--- src/rtl/acc_pkg.sv ---
package acc_pkg;
  localparam int unsigned DATA_W  = 16;
  localparam int unsigned FIELD_W = 12;
  localparam int unsigned BYTE_W  = 8;

  // value = field bit index + 1
  typedef enum logic [3:0] {
    RR_NONE = 4'd0,
    RR_HLT  = 4'd1,
    RR_SZE  = 4'd2,
    RR_SZA  = 4'd3,
    RR_SNA  = 4'd4,
    RR_SPA  = 4'd5,
    RR_INC  = 4'd6,
    RR_CIL  = 4'd7,
    RR_CIR  = 4'd8,
    RR_CME  = 4'd9,
    RR_CMA  = 4'd10,
    RR_CLE  = 4'd11,
    RR_CLA  = 4'd12
  } rr_op_e;

  typedef enum logic [2:0] {
    UPD_NONE   = 3'd0,
    UPD_AND    = 3'd1,
    UPD_ADD    = 3'd2,
    UPD_LOAD   = 3'd3,
    UPD_INBYTE = 3'd4,
    UPD_INC    = 3'd5
  } upd_op_e;
endpackage

--- src/rtl/acc_field_decode.sv ---
module acc_field_decode
  import acc_pkg::*;
#(
  parameter int unsigned FIELD_W = acc_pkg::FIELD_W
) (
  input  logic               valid_i,
  input  logic [FIELD_W-1:0] field_i,
  output rr_op_e             op_o
);
  logic [FIELD_W-1:0] lowest;
  logic [3:0]         idx;

  // isolate the lowest set bit
  assign lowest = field_i & (~field_i + FIELD_W'(1));

  always_comb begin
    idx = 4'd0;
    for (int i = 0; i < FIELD_W; i++) begin
      if (lowest[i]) idx = 4'(i + 1);
    end
  end

  assign op_o = valid_i ? rr_op_e'(idx) : RR_NONE;
endmodule

--- src/rtl/acc_test_eval.sv ---
module acc_test_eval
  import acc_pkg::*;
#(
  parameter int unsigned DATA_W = acc_pkg::DATA_W
) (
  input  rr_op_e            op_i,
  input  logic [DATA_W-1:0] acc_i,
  input  logic              carry_i,
  output logic              skip_o,
  output logic              halt_o
);
  logic sign_bit;
  logic acc_zero;

  assign sign_bit = acc_i[DATA_W-1];
  assign acc_zero = (acc_i == '0);

  always_comb begin
    skip_o = 1'b0;
    unique case (op_i)
      RR_SPA:  skip_o = ~sign_bit;
      RR_SNA:  skip_o = sign_bit;
      RR_SZA:  skip_o = acc_zero;
      RR_SZE:  skip_o = ~carry_i;
      default: skip_o = 1'b0;
    endcase
  end

  assign halt_o = (op_i == RR_HLT);
endmodule

--- src/rtl/acc_next_calc.sv ---
module acc_next_calc
  import acc_pkg::*;
#(
  parameter int unsigned DATA_W = acc_pkg::DATA_W,
  parameter int unsigned BYTE_W = acc_pkg::BYTE_W
) (
  input  rr_op_e            rr_op_i,
  input  upd_op_e           upd_op_i,
  input  logic [DATA_W-1:0] data_i,
  input  logic [DATA_W-1:0] acc_i,
  input  logic              carry_i,
  output logic [DATA_W-1:0] acc_o,
  output logic              carry_o
);
  localparam int unsigned SUM_W = DATA_W + 1;

  logic [SUM_W-1:0]  sum;
  logic [DATA_W-1:0] acc_inc;

  assign sum     = {1'b0, acc_i} + {1'b0, data_i};
  assign acc_inc = acc_i + DATA_W'(1);

  always_comb begin
    acc_o   = acc_i;
    carry_o = carry_i;
    if (rr_op_i != RR_NONE) begin
      unique case (rr_op_i)
        RR_CLA: acc_o   = '0;
        RR_CLE: carry_o = 1'b0;
        RR_CMA: acc_o   = ~acc_i;
        RR_CME: carry_o = ~carry_i;
        RR_CIR: begin
          acc_o   = {carry_i, acc_i[DATA_W-1:1]};
          carry_o = acc_i[0];
        end
        RR_CIL: begin
          acc_o   = {acc_i[DATA_W-2:0], carry_i};
          carry_o = acc_i[DATA_W-1];
        end
        RR_INC:  acc_o = acc_inc;
        default: ;
      endcase
    end else begin
      unique case (upd_op_i)
        UPD_AND:  acc_o = acc_i & data_i;
        UPD_ADD: begin
          acc_o   = sum[DATA_W-1:0];
          carry_o = sum[DATA_W];
        end
        UPD_LOAD:   acc_o = data_i;
        UPD_INBYTE: acc_o = {acc_i[DATA_W-1:BYTE_W], data_i[BYTE_W-1:0]};
        UPD_INC:    acc_o = acc_inc;
        default: ;
      endcase
    end
  end
endmodule

--- src/rtl/acc_regref_unit.sv ---
module acc_regref_unit
  import acc_pkg::*;
#(
  parameter int unsigned DATA_W  = acc_pkg::DATA_W,
  parameter int unsigned FIELD_W = acc_pkg::FIELD_W,
  parameter int unsigned BYTE_W  = acc_pkg::BYTE_W
) (
  input  logic               clk_i,
  input  logic               rst_ni,
  input  logic               rr_valid_i,
  input  logic [FIELD_W-1:0] rr_field_i,
  input  logic [2:0]         upd_op_i,
  input  logic [DATA_W-1:0]  upd_data_i,
  output logic [DATA_W-1:0]  acc_o,
  output logic               carry_o,
  output logic               skip_o,
  output logic               halt_o
);
  rr_op_e            rr_op;
  upd_op_e           upd_eff;
  logic [DATA_W-1:0] acc_q, acc_d;
  logic              carry_q, carry_d;

  acc_field_decode #(.FIELD_W(FIELD_W)) u_decode (
    .valid_i (rr_valid_i),
    .field_i (rr_field_i),
    .op_o    (rr_op)
  );

  // a register-reference cycle owns the accumulator
  assign upd_eff = rr_valid_i ? UPD_NONE : upd_op_e'(upd_op_i);

  acc_next_calc #(.DATA_W(DATA_W), .BYTE_W(BYTE_W)) u_calc (
    .rr_op_i  (rr_op),
    .upd_op_i (upd_eff),
    .data_i   (upd_data_i),
    .acc_i    (acc_q),
    .carry_i  (carry_q),
    .acc_o    (acc_d),
    .carry_o  (carry_d)
  );

  acc_test_eval #(.DATA_W(DATA_W)) u_eval (
    .op_i    (rr_op),
    .acc_i   (acc_q),
    .carry_i (carry_q),
    .skip_o  (skip_o),
    .halt_o  (halt_o)
  );

  always_ff @(posedge clk_i or negedge rst_ni) begin
    if (!rst_ni) begin
      acc_q   <= '0;
      carry_q <= 1'b0;
    end else begin
      acc_q   <= acc_d;
      carry_q <= carry_d;
    end
  end

  assign acc_o   = acc_q;
  assign carry_o = carry_q;
endmodule

--- config.mk ---
export PLATFORM = sky130hd
export DESIGN_NAME = acc_regref_unit
export DESIGN_NICKNAME = d
export VERILOG_FILES = /design/src/rtl/acc_pkg.sv /design/src/rtl/acc_field_decode.sv /design/src/rtl/acc_test_eval.sv /design/src/rtl/acc_next_calc.sv /design/src/rtl/acc_regref_unit.sv
export SDC_FILE = /design/constraint.sdc
export NUM_CORES = 1
export LEC_CHECK = 0
export ABC_AREA = 1
export CORE_MARGIN = 5
export CORE_UTILIZATION = 57
export CTS_CLUSTER_DIAMETER = 80
export DETAILED_ROUTE_END_ITERATION = 6
export MAX_ROUTING_LAYER = met4
export PLACE_DENSITY = 0.84
export SLEW_MARGIN = 20
export SYNTH_ARGS = -nofsm -noshare
export SYNTH_HDL_FRONTEND = slang
export SYNTH_SLANG_ARGS = --single-unit
--- constraint.sdc ---
create_clock -name clk_i -period 2.6 [get_ports clk_i]
set_input_delay 0.26 -clock clk_i [delete_from_list [all_inputs] [get_ports clk_i]]
set_output_delay 0.26 -clock clk_i [all_outputs]
set_load 0.1 [all_outputs]
# Word-level counts from Yosys, hierarchy flattened
# Index checks and enable logic that the tools add are counted.
# word_totals
ff_bits,17
inputBits,34
output_inout_bits,19
wordCells,61
# op_classes
add_sub_neg,3
eq_ne,20
mux,21
n_bitwise,6
n_reduce_logical,8
# ops
cell,n
$pmux 16 s5,2
$mux 4,6
$eq 4x4->1 const B,5
$add 16x16->17,1
$add 16x1->16 const B,1
$and 16x16->16,1
$eq 4x3->1 const B,4
$logic_not 16->1,1
$mux 16,1
$not 16->16,1
$mux 3,5
$add 12x1->12 const B,1
$and 12x12->12,1
$not 12->12,1
$eq 4x2->1 const B,2
$pmux 1 s4,2
$eq 3x2->1 const B,2
$eq 3x3->1 const B,2
$ne 6x6->1 const B,1
$reduce_bool 6->1,1
$ne 5x5->1 const B,1
$reduce_bool 5->1,1
$eq 4x1->1 const B,1
$mux 2,2
8 further kinds,12

# Depth between registers and ports, before layout
# Gate-level depths: netlist of run 1.
# depth
word_depth,19
ltp_mapped,16
depth_no_buf,16

# Cells and area by module
# From an unflattened synthesis of run 1, not the netlist that was laid out.
# unflattened
cells_unflattened,664
hier_area_um2,3584.7
# by_module_without_submodules
module,n_inst,cells_each,area_each_um2,seq_area_each_um2
acc_next_calc,1,566,2792.7,0.0
acc_regref_unit,1,23,447.9,425.4
acc_field_decode,1,47,215.2,0.0
acc_test_eval,1,28,128.9,0.0

# Worst setup path before layout of run 1
# No wires, ideal clock.
# synth_path
path_kind,reg-to-output
from,reg acc_q[13] (netlist: acc_o[13])
to,out skip_o
arrival_time_ns,3.699
required_ns,2.340
setup_slack_ns,-1.359
path_stages_with_launch,8
n_path_buf,0
cell_sequence,dfrtp_1 inv_1 nand4_1 nor4_1 nand4_1 nor3_1 a21oi_1 o21ai_0
# synth_between
elab_chain_len,2
# synth_rtl
element,line_no,source
start: declaration,acc_regref_unit.sv:21,"logic [DATA_W-1:0] acc_q, acc_d;"
start signal: assignment,acc_regref_unit.sv:53,acc_q <= '0;
start signal: assignment,acc_regref_unit.sv:56,acc_q <= acc_d;
$logic_not 16->1,acc_test_eval.sv:16,assign acc_zero = (acc_i == '0);
$pmux 1 s4,acc_test_eval.sv:20,unique case (op_i)
end: declaration,acc_regref_unit.sv:16,"output logic skip_o,"
# No other way between the ends.

# Worst setup path after layout of run 1
# layout_path
from,reg acc_q[12] (netlist: acc_o[12])
to,out skip_o
# Same word-level chain as after synthesis.

==> reports/metrics.yaml, run 1 <==
floorplanning:
  die_x_um: 91.1
  die_h_um: 91.1
  io_pins: 53
  rows: 29
  coreArea_sq_um: 6390
  start_util: 0.587
  die_area_sq_um: 8300
final_layout:
  final_util: 0.694
  fin_area_sq_um: 4430
  area_growth_pct: 18.2
  drive_gt1_frac: 0.121
  n_antenna_cell: 0
  fin_nets: 800
sta:
  fin_skew_ns: 0.00537
  layout_setup_ws_ns: 0.0442
  slew_headroom: 0.427
  max_freq_mhz: 391
  tns_ns: 0
  timing.final.crit_period_ns: 2.56
  setup_violations: 0
  rsz0062_at_grt: "no"
  slew_viol_final: 0
  worst_pin_slew_ns: 0.858
  post-route-period-util: 0.983
  hold_violations: 0
global_route:
  antenna_found_initial: 0
  track_usage: 0.320
  grt_pass1_wl_mm: 21.6
  use_met3: 0.0479
  grt_max_degree: 20
  use_met2: 0.529
  met1_usage: 0.377
  grt-busiest-layer: "met2"
  grt_pass1_vias: 4666
  overflow: 0
logic_synthesis:
  syn_avg_cell_area_sq_um: 5.44
  yosys_warnings: 0
  ys_seq_area_frac: 0.113
  synth_area_sq_um: 3750
  syn_inst: 689
  synth_nets: 742
  yosysTopAreaCell: "nand2_1"
  synth_seq_cells: 17
  synth_top_area_share: 0.246
  yosysUniqueCellTypes: 42
  yosys-top-cells-area: "nand2_1 25%, nand3_1 12%, dfrtp_1 11%, inv_1 8.8%, nor2_1 7.8%"
routing:
  vias: 4804
  via_per_inst: 5.84
  drc_errors: 0
  drt_wl_total_mm: 13.1
  firstDrtPassIters: 5
  ant_nets: 0
  post_drt_wl_per_cell_um: 15.9
  drt_iter0_drc: 467
critical_path:
  critPathLaunchType: "flop"
  slowest_stage: "dfrtp_1"
  crit_path_frequent_cell: "nand4_1"
  cp_data_arrival_time_ns: 2.30
  crit_type: "reg -> out"
  cp-end-kind: "output port"
  crit_chain: "inv_1 > nand4_1 > nor4_2 > nand4_1 > nor3_1 > a21oi_1 > o21ai_4 > buf_12"
  rrSetupSlack_ns: 0.26
  crit_fanout: 8
  crit_path_max_incr_delay_ns: 0.50
  cp.required_ns: 2.34
clock_network:
  cts_tree: "yes"
  cts.sinks: 17
  clockRootBuffer: "clkbuf_8"
  cts_buffer_depth: 2
  cts_setup_buffers: 0
  cts_buffers: 3
  insertion_delay_ns: 0.26
  cts_htree_levels: 1
  clk_pin_slew_ns: 0.07
  cts.hold.buffers_added: 0
min_path:
  hold_class: "in -> async"
place:
  postPlaceCellArea_sq_um: 4380
  port-buffer-count: 52
  dp_slack_ns: 0.0653
  place_congestion: 1.07
  dp_hpwl_mm: 10.7
run_status:
  status: "completed"
pwr:
  ir_worst_vdd_uv: 409
  p_leak_nw: 2.31
  power.total_w: 0.00175
  power_density_nw_per_um2: 394
job:
  max_cap_violations: 0
-- routing by layer --
| layer | vias to the layer above | share of wire |
|---|---|---|
| met5 | - | 0 |
| met4 | 0 | 0.046 |
| met3 | 52 | 0.082 |
| met2 | 260 | 0.48 |
| met1 | 2173 | 0.39 |
| li1 | 2319 | - |
-- synth_stat cells --
cell type    n
nand2_2      5
inv_1       88
o22ai_4      1
nand3_1     89
o21ai_2      2
a2bb2oi_1    1
o21bai_1     2
o211ai_1     2
o211ai_4     1
clkbuf_1     1
nand3_4      1
o21ai_1      4
o21ai_0     17
buf_4        4
o21ai_4      1
o2111ai_1    4
xnor2_1      1
ha_1        18
or2_1        1
nand4_1     16
o21bai_4     1
buf_2        6
and2_1       3
or2_2        8
a21o_1       1
nor3_1       6
nand3_2      2
nor2_8       3
nor2_2       8
a21oi_1     20
nand4_2      1
xor2_1       5
nor2_4       1
inv_2        6
nor2_1      78
nand2_1    246
nor4_1       1
dfrtp_1     17
nand3b_1     7
buf_6        2
fa_1         1
nand2_4      7
-- cell usage in the layout (no fill, tap or decap), types with 2 or more instances in the layout --
cell,n
a21oi_1,20
and2_1,3
buf_12,2
buf_4,31
clkbuf_8,3
clkdlybuf4s50_1,33
dfrtp_1,15
dfrtp_2,2
ha_1,18
inv_1,88
inv_2,6
nand2_1,246
nand2_2,5
nand2_4,7
nand3_1,89
nand3_2,2
nand3b_1,7
nand4_1,16
nor2_1,76
nor2_2,10
nor2_8,3
nor3_1,6
o2111ai_1,4
o211ai_1,2
o21ai_0,15
o21ai_1,5
o21ai_2,2
o21ai_4,2
o21bai_1,2
or2_2,8
xor2_1,5
-- worst max-delay path: cells and delay by family, from the launching register on --
| kind | cells | cell delay [ns] |
|---|---|---|
| and+or+nand+nor | 4 | 0.88 |
| buffers and inverters | 2 | 0.38 |
| DFF | 1 | 0.50 |
| AOI/OAI and AO/OA | 2 | 0.28 |
-- layout make-up --
class	instances	area [sq um]
flip-flops and latches	17	428
clock buffers	4	45.0
repair buffers	66	603
inverters	94	353
multi-input cells	565	2910
fillers	615	1950
well taps	77	96.3
-- repair_timing --
| item | CTS | global route |
|---|---|---|
| resized for setup | 0 | 4 |
| hold endpoints to repair | 0 | 0 |
| endpoints found under the setup margin | 0 | 1 |
-- worst paths after layout --
path	start	end	cells past startpoint
max	acc_o[12]	skip_o	8
min	rst_ni	acc_o[2]	1
max reg2reg	acc_o[0]	acc_o[12]	13
min reg2reg	carry_o	carry_o	2
max in group asynchronous	rst_ni	acc_o[1]	1
min in group clk_i	carry_o	carry_o	2
-- registers in the layout, summed over array words and instances, names as in the netlist --
signal and count:
acc_o 16, carry_o 1
-- through the flow --
step,hold slack [ns],instances
floorplan,-0.0356,689
global placement,0.518,819
detailed placement,0.545,819
CTS,0.498,823
global route,0.550,823
finish,0.490,823
-- logic make-up after synthesis --
| logic type | Yosys count | synth area share |
|---|---|---|
| AOI/OAI and AO/OA | 57 | 0.101 |
| and+or+nand+nor | 483 | 0.589 |
| adders and majority gates | 19 | 0.0654 |
| xor gates and xnor gates | 6 | 0.0140 |
| DFF | 17 | 0.113 |
| buffers and inverters | 107 | 0.117 |
-- power breakdown --
part	internal [W]	total (W)	switching [W]
registers	0.000299	0.000383	0.0000835
clock network	0.000109	0.000206	0.0000971
logic	0.000347	0.00116	0.000811
total	0.000755	0.00175	0.000992
(Power assumes the default switching activity.)
==> inputs of run 2 (changes only) <==
- CORE_MARGIN: 5 -> 1.5
==> run 2 against run 1 <==
Effect of this change: clock power up 4%; non-clock buffer count up 2; critical endpoint unchanged; worst setup slack gained 0.016 ns; total power is 0.73% higher; highest routed layer unchanged.
==> reports/metrics.yaml, run 2 (same netlist as run 1, synthesis figures left out) <==
routing:
  drc_errors: 0
  via_per_inst: 5.78
  drt_wl_total_mm: 13.0
  vias: 4767
  firstDrtPassIters: 7
  post_drt_wl_per_cell_um: 15.8
  ant_nets: 0
  drt_iter0_drc: 370
final_layout:
  drive_gt1_frac: 0.124
  n_antenna_cell: 0
  largest_reg_flops: 16
  area_growth_pct: 18.8
  fin_nets: 802
  final_common_cell: "nand2_1"
  mostFrequentLayoutCells: "245 x nand2_1, 89 x nand3_1, 88 x inv_1, 78 x nor2_1"
floorplanning:
  die_h_um: 84.1
  io_pins: 53
  die_x_um: 84.1
  coreArea_sq_um: 6350
  die_area_sq_um: 7070
  rows: 29
  start_util: 0.591
sta:
  tns_ns: 0
  fin_hold_ws_ns: 0.480
  timing.final.crit_period_ns: 2.54
  worst_pin_slew_ns: 0.847
  fin_skew_ns: 0.00475
  rsz0062_at_grt: "no"
  post-route-period-util: 0.977
  slew_viol_final: 0
  max_freq_mhz: 394
  slew_headroom: 0.434
  hold_violations: 0
  setup_violations: 0
place:
  port-buffer-count: 52
  dp_hpwl_mm: 10.4
  place_congestion: 0.999
critical_path:
  cp_top_family: "simple AND/OR/NAND/NOR gates"
  cp_data_arrival_time_ns: 2.28
  crit_fanout: 8
  cp-end-kind: "output port"
  crit_chain: "inv_1 > nand4_1 > nor4_2 > nand4_1 > nor3_1 > a21oi_1 > o21ai_4 > buf_12"
  slowest_stage: "dfrtp_1"
  critPathLaunchType: "flop"
  crit_type: "reg -> out"
  critical_path_buf_inv_count: 2
  crit_path_max_incr_delay_ns: 0.51
  cp.required_ns: 2.34
  crit_path_frequent_cell: "nand4_1"
pwr:
  p_leak_nw: 2.32
  power_density_nw_per_um2: 395
  ir_worst_vdd_uv: 397
min_path:
  hold_class: "in -> async"
clock_network:
  cts.sinks: 17
  cts_tree: "yes"
  clk_pin_slew_ns: 0.08
  cts_buffers: 3
  cts.hold.buffers_added: 0
  insertion_delay_ns: 0.26
  cts_buffer_depth: 2
  clockRootBuffer: "clkbuf_8"
  cts_htree_levels: 1
run_status:
  status: "completed"
global_route:
  grt_pass1_vias: 4430
  grt_max_degree: 20
  grt_pass1_wl_mm: 20.9
  overflow: 0
  antenna_found_initial: 0
  track_usage: 0.377
job:
  max_cap_violations: 0
[run 2: cell types whose count changed in the layout (fill, tap and decap cells not counted), sizes merged]
| cell | before | now |
|---|---|---|
| buf | 33 | 35 |
[run 2: cell type report]
cell class | count | area (sq um)
clock buffers | 4 | 45.0
fillers | 584 | 1900
inverters | 94 | 353
multi-input cells | 565 | 2910
flip-flops and latches | 17 | 428
well taps | 77 | 96.3
repair buffers | 68 | 618
[run 2: repair_timing]
| action | CTS | global route |
|---|---|---|
| gates resized for setup | 0 | 5 |
| setup buffers | 0 | 1 |
| setup endpoints to repair | 0 | 1 |
[run 2: through the flow]
| step | setup slack, ns | utilization | power [W] | std cells | instance area, sq um |
|---|---|---|---|---|---|
| 4_1_cts | 0.0226 | 0.698 | 0.00173 | 824 | 4430 |
| 3_5_place_dp | 0.0285 | 0.690 | 0.00152 | 820 | 4380 |
| 3_3_place_gp | 0.160 | 0.690 | 0.00149 | 820 | 4380 |
| 5_1_grt | 0.00633 | 0.701 | 0.00186 | 825 | 4450 |
| 2_1_floorplan | 0.000626 | - | 0.00117 | 689 | 3760 |
| 6_report | 0.0599 | 0.701 | 0.00176 | 825 | 4450 |
[run 2: worst paths after layout]
| check | startpoint | to | slack (ns) | depth (start not counted) |
|---|---|---|---|---|
| min in group clk_i | carry_o | carry_o | 0.60 | 2 |
| hold / removal | rst_ni | acc_o[13] | 0.48 | 1 |
| setup / recovery | acc_o[12] | skip_o | 0.06 | 8 |
| hold reg to reg | carry_o | carry_o | 0.60 | 2 |
| max in group asynchronous | rst_ni | acc_o[1] | 1.55 | 1 |
| setup reg to reg | acc_o[0] | acc_o[14] | 0.26 | 14 |
[run 2: worst register-to-register path: stages, from the launching register on]
cell and delay [ns]:
dfrtp_2 0.50, ha_1 0.26, fa_1 0.43, nand3_1 0.11, nand3_1 0.15, nand2_1 0.12, nand2_1 0.07, nand2_1 0.08
nand3b_1 0.08, nand3_1 0.09, nand2_1 0.05, nand3_1 0.09, nand3_1 0.08, nand2_1 0.06, nand2_1 0.05
[run 2: routing by layer]
layer	GRT usage	share of wire	vias up
met4	0.134	0.039	0
met5	-	0	-
met2	0.636	0.48	262
met3	0.0445	0.071	57
li1	-	-	2330
met1	0.464	0.41	2118
[run 2: where the power goes]
part	switching, W	internal, W	leakage (nW)
clock	0.000106	0.000109	0.0228
combinational	0.000809	0.000346	2.07
sequential	0.0000903	0.000299	0.224
==> inputs of run 3 (changes only) <==
- ABC_AREA: 1 -> default
- CAP_MARGIN: default -> 30
- CORE_UTILIZATION: 57 -> 55
- MAX_ROUTING_LAYER: met4 -> default
==> run 3 against run 2 <==
Effect of this change: the flow now finishes with violations (DRC, setup timing); routed wire length is 17% higher; sequential power up 18%; utilization up 18 points; synthesized cell count shrank 38%; worst hold slack got worse by 0.14 ns; global-route usage up 6.3 points; register-to-register slack got worse by 0.56 ns; die area is 16% lower; clock power increased by 12%; critical path depth rose by 2; via count shrank 0.82%; total power up 72%; critical path type is now in -> reg; largest cell class unchanged; highest routed layer unchanged.
==> reports/metrics.yaml, run 3 <==
pwr:
  power.total_w: 0.00303
  ir_worst_vdd_uv: 808
  power_density_nw_per_um2: 661
  p_leak_nw: 1.95
logic_synthesis:
  yosys_warnings: 0
  syn_avg_cell_area_sq_um: 6.98
  synth_enable_flop_cells: 0
  synth_area_sq_um: 3000
  synth_most_common_cell: "nor2_1"
  synthXorXnorAreaFrac: 0.0584
  async_reset_ff_frac: 1.00
  syn_inst: 430
  synth_seq_cells: 17
  synth_common_cells: "48 x nor2_1, 45 x a21oi_1, 41 x nand2_1, 22 x o21ai_0"
  synth_nets: 483
  synth_top_area_share: 0.142
  yosysTopAreaCell: "dfrtp_1"
  synth_compound_area_frac: 0.347
  synth_top_family_by_area: "compound AO/OA/AOI/OAI gates"
  yosys-top-cells-area: "dfrtp_1 14%, a21oi_1 7.5%, ha_1 7.5%, nor2_1 6.0%, nand2_1 5.1%"
  synth.area.mux_share: 0.0167
  yosysUniqueCellTypes: 65
  synthFlopType: "dfrtp_1"
  synth-adder-area-share: 0.0817
  ys_seq_area_frac: 0.142
  synth-simple-area-share: 0.308
floorplanning:
  die_area_sq_um: 5910
  io_pins: 53
  die_x_um: 76.9
  coreArea_sq_um: 5170
  rows: 26
  die_h_um: 76.9
  start_util: 0.580
job:
  max_cap_violations: 0
global_route:
  overflow: 0
  antenna_found_initial: 0
  grt-busiest-layer: "met2"
  grt_pass1_vias: 4232
  grt_max_degree: 18
  track_usage: 0.440
  met1_usage: 0.538
  use_met2: 0.722
  use_met3: 0.0702
  grt_pass1_wl_mm: 20.8
sta:
  worst_pin_slew_ns: 0.721
  fin_skew_ns: 0.00617
  hold_violations: 0
  rsz0062_at_grt: "yes"
  max_freq_mhz: 337
  timing.final.crit_period_ns: 2.96
  fin_hold_ws_ns: 0.340
  slew_headroom: 0.519
  post-route-period-util: 1.14
  slew_viol_final: 0
  layout_setup_ws_ns: -0.365
  setup_violations: 15
critical_path:
  cp-startpoint: "upd_data_i[0]"
  cp_num_cells: 10
  crit_path_max_incr_delay_ns: 0.55
  crit_chain: "clkdlybuf4s50_1 > ha_4 > fa_2 > a21o_1 > a22o_1 > a211oi_2 > o21ai_2 > a21oi_2 > mux2i_1 > or4_1"
  endpoint: "acc_o[14]"
  cp.required_ns: 2.75
  crit_type: "in -> reg"
  cp_data_arrival_time_ns: 3.11
  rrSetupSlack_ns: -0.30
  cp_top_family: "compound AO/OA/AOI/OAI gates"
  critPathLaunchType: "input port"
  rr_endpoint: "acc_o[14]"
  critical_path_buf_inv_count: 1
  slowest_stage: "clkdlybuf4s50_1"
  r2r_start: "acc_o[0]"
  cp-end-kind: "flop"
  worstRegToRegCells: 9
  crit_fanout: 3
final_layout:
  final_common_cell: "buf_4"
  fin_nets: 615
  largest_reg_flops: 16
  final_util: 0.885
  stdcell_count: 631
  area_growth_pct: 52.6
  multi_input_area_sq_um: 2690
  mostFrequentLayoutCells: "118 x buf_4, 45 x nor2_1, 42 x a21oi_1, 41 x nand2_1, 26 x clkdlybuf4s50_1"
  regArea_sq_um: 452
  drive_gt1_frac: 0.314
  nFillCells: 262
  n_antenna_cell: 0
clock_network:
  cts.hold.buffers_added: 0
  cts.sinks: 17
  cts_buffers: 3
  cts_buffer_depth: 2
  insertion_delay_ns: 0.27
  clockRootBuffer: "clkbuf_8"
  cts_htree_levels: 1
  clk_pin_slew_ns: 0.10
  cts_tree: "yes"
routing:
  vias: 4728
  ant_nets: 0
  via_per_inst: 7.49
  drc_errors: 42
  drt_iter0_drc: 1222
  post_drt_wl_per_cell_um: 24.1
  firstDrtPassIters: 7
  drt_wl_total_mm: 15.2
run_status:
  status: "finished, violations left"
  violations: "DRC, setup timing"
place:
  place_congestion: 0.959
  dp_hpwl_mm: 8.91
  port-buffer-count: 52
  dp.cells: 619
min_path:
  hold_class: "in -> async"
## run 3: cell count changes after synthesis, sizes merged, moves of 9 or more
cell / previous run / this run
nand2: 258 / 41
xnor2: 1 / 11
nand4: 17 / 4
a21oi: 20 / 45
or3: 0 / 11
nand2b: 0 / 9
inv: 94 / 6
clkbuf: 1 / 19
nand3: 92 / 17
nor2: 90 / 48
nor3: 6 / 16
## run 3: how the worst min path moves through the flow
stage                     depth (start not counted)        end  startpoint  slack [ns]
after floorplan                                   0  acc_o[10]      rst_ni       -0.04
after global placement                            2   acc_o[3]      rst_ni        0.63
after detailed placement                          2   acc_o[4]      rst_ni        0.64
after CTS                                         2   acc_o[4]      rst_ni        0.36
after global routing                              2   acc_o[4]      rst_ni        0.37
final                                             2   acc_o[4]      rst_ni        0.34
## run 3: routing by layer
layer | up-vias | wire, um
li1 | 1925 | -
met1 | 2086 | 5150
met2 | 521 | 6470
met3 | 196 | 2140
met4 | 0 | 1420
met5 | - | 0
## run 3: timing repair
action / in CTS / in global routing
setup endpoints to repair: 8 / 18
resized for setup: 19 / 28
buffers inserted: 5 / 5
pin swaps: 12 / 13
## run 3: cells by family after synthesis
family / Yosys count
DFF: 17
xor gates and xnor gates: 20
AOI/OAI and AO/OA: 151
and+or+nand+nor: 184
buffers and inverters: 34
muxes: 5
adders and majority gates: 19
## run 3: final cells by class
type | instances | share of cell area
Clock buffer | 4 | 0.00984
Multi-Input combinational cell | 379 | 0.588
Timing Repair Buffer | 155 | 0.280
Sequential cell | 17 | 0.0986
Inverter | 6 | 0.00492
Tap cell | 70 | 0.0191
## run 3: per-stage QoR
| step | worst slack, ns | setup TNS, ns | cell area, sq um |
|---|---|---|---|
| floorplan | -0.274 | -0.339 | 3100 |
| global placement | -0.415 | -3.00 | 4290 |
| detailed placement | -0.511 | -3.94 | 4290 |
| CTS | -0.176 | -0.292 | 4430 |
| global route | -0.414 | -4.01 | 4580 |
| finish | -0.365 | -1.56 | 4580 |
## run 3: power by group
part / switching [W] / internal (W)
Sequential: 0.000113 / 0.000347
Combinational: 0.00148 / 0.000851
Clock: 0.000132 / 0.000110
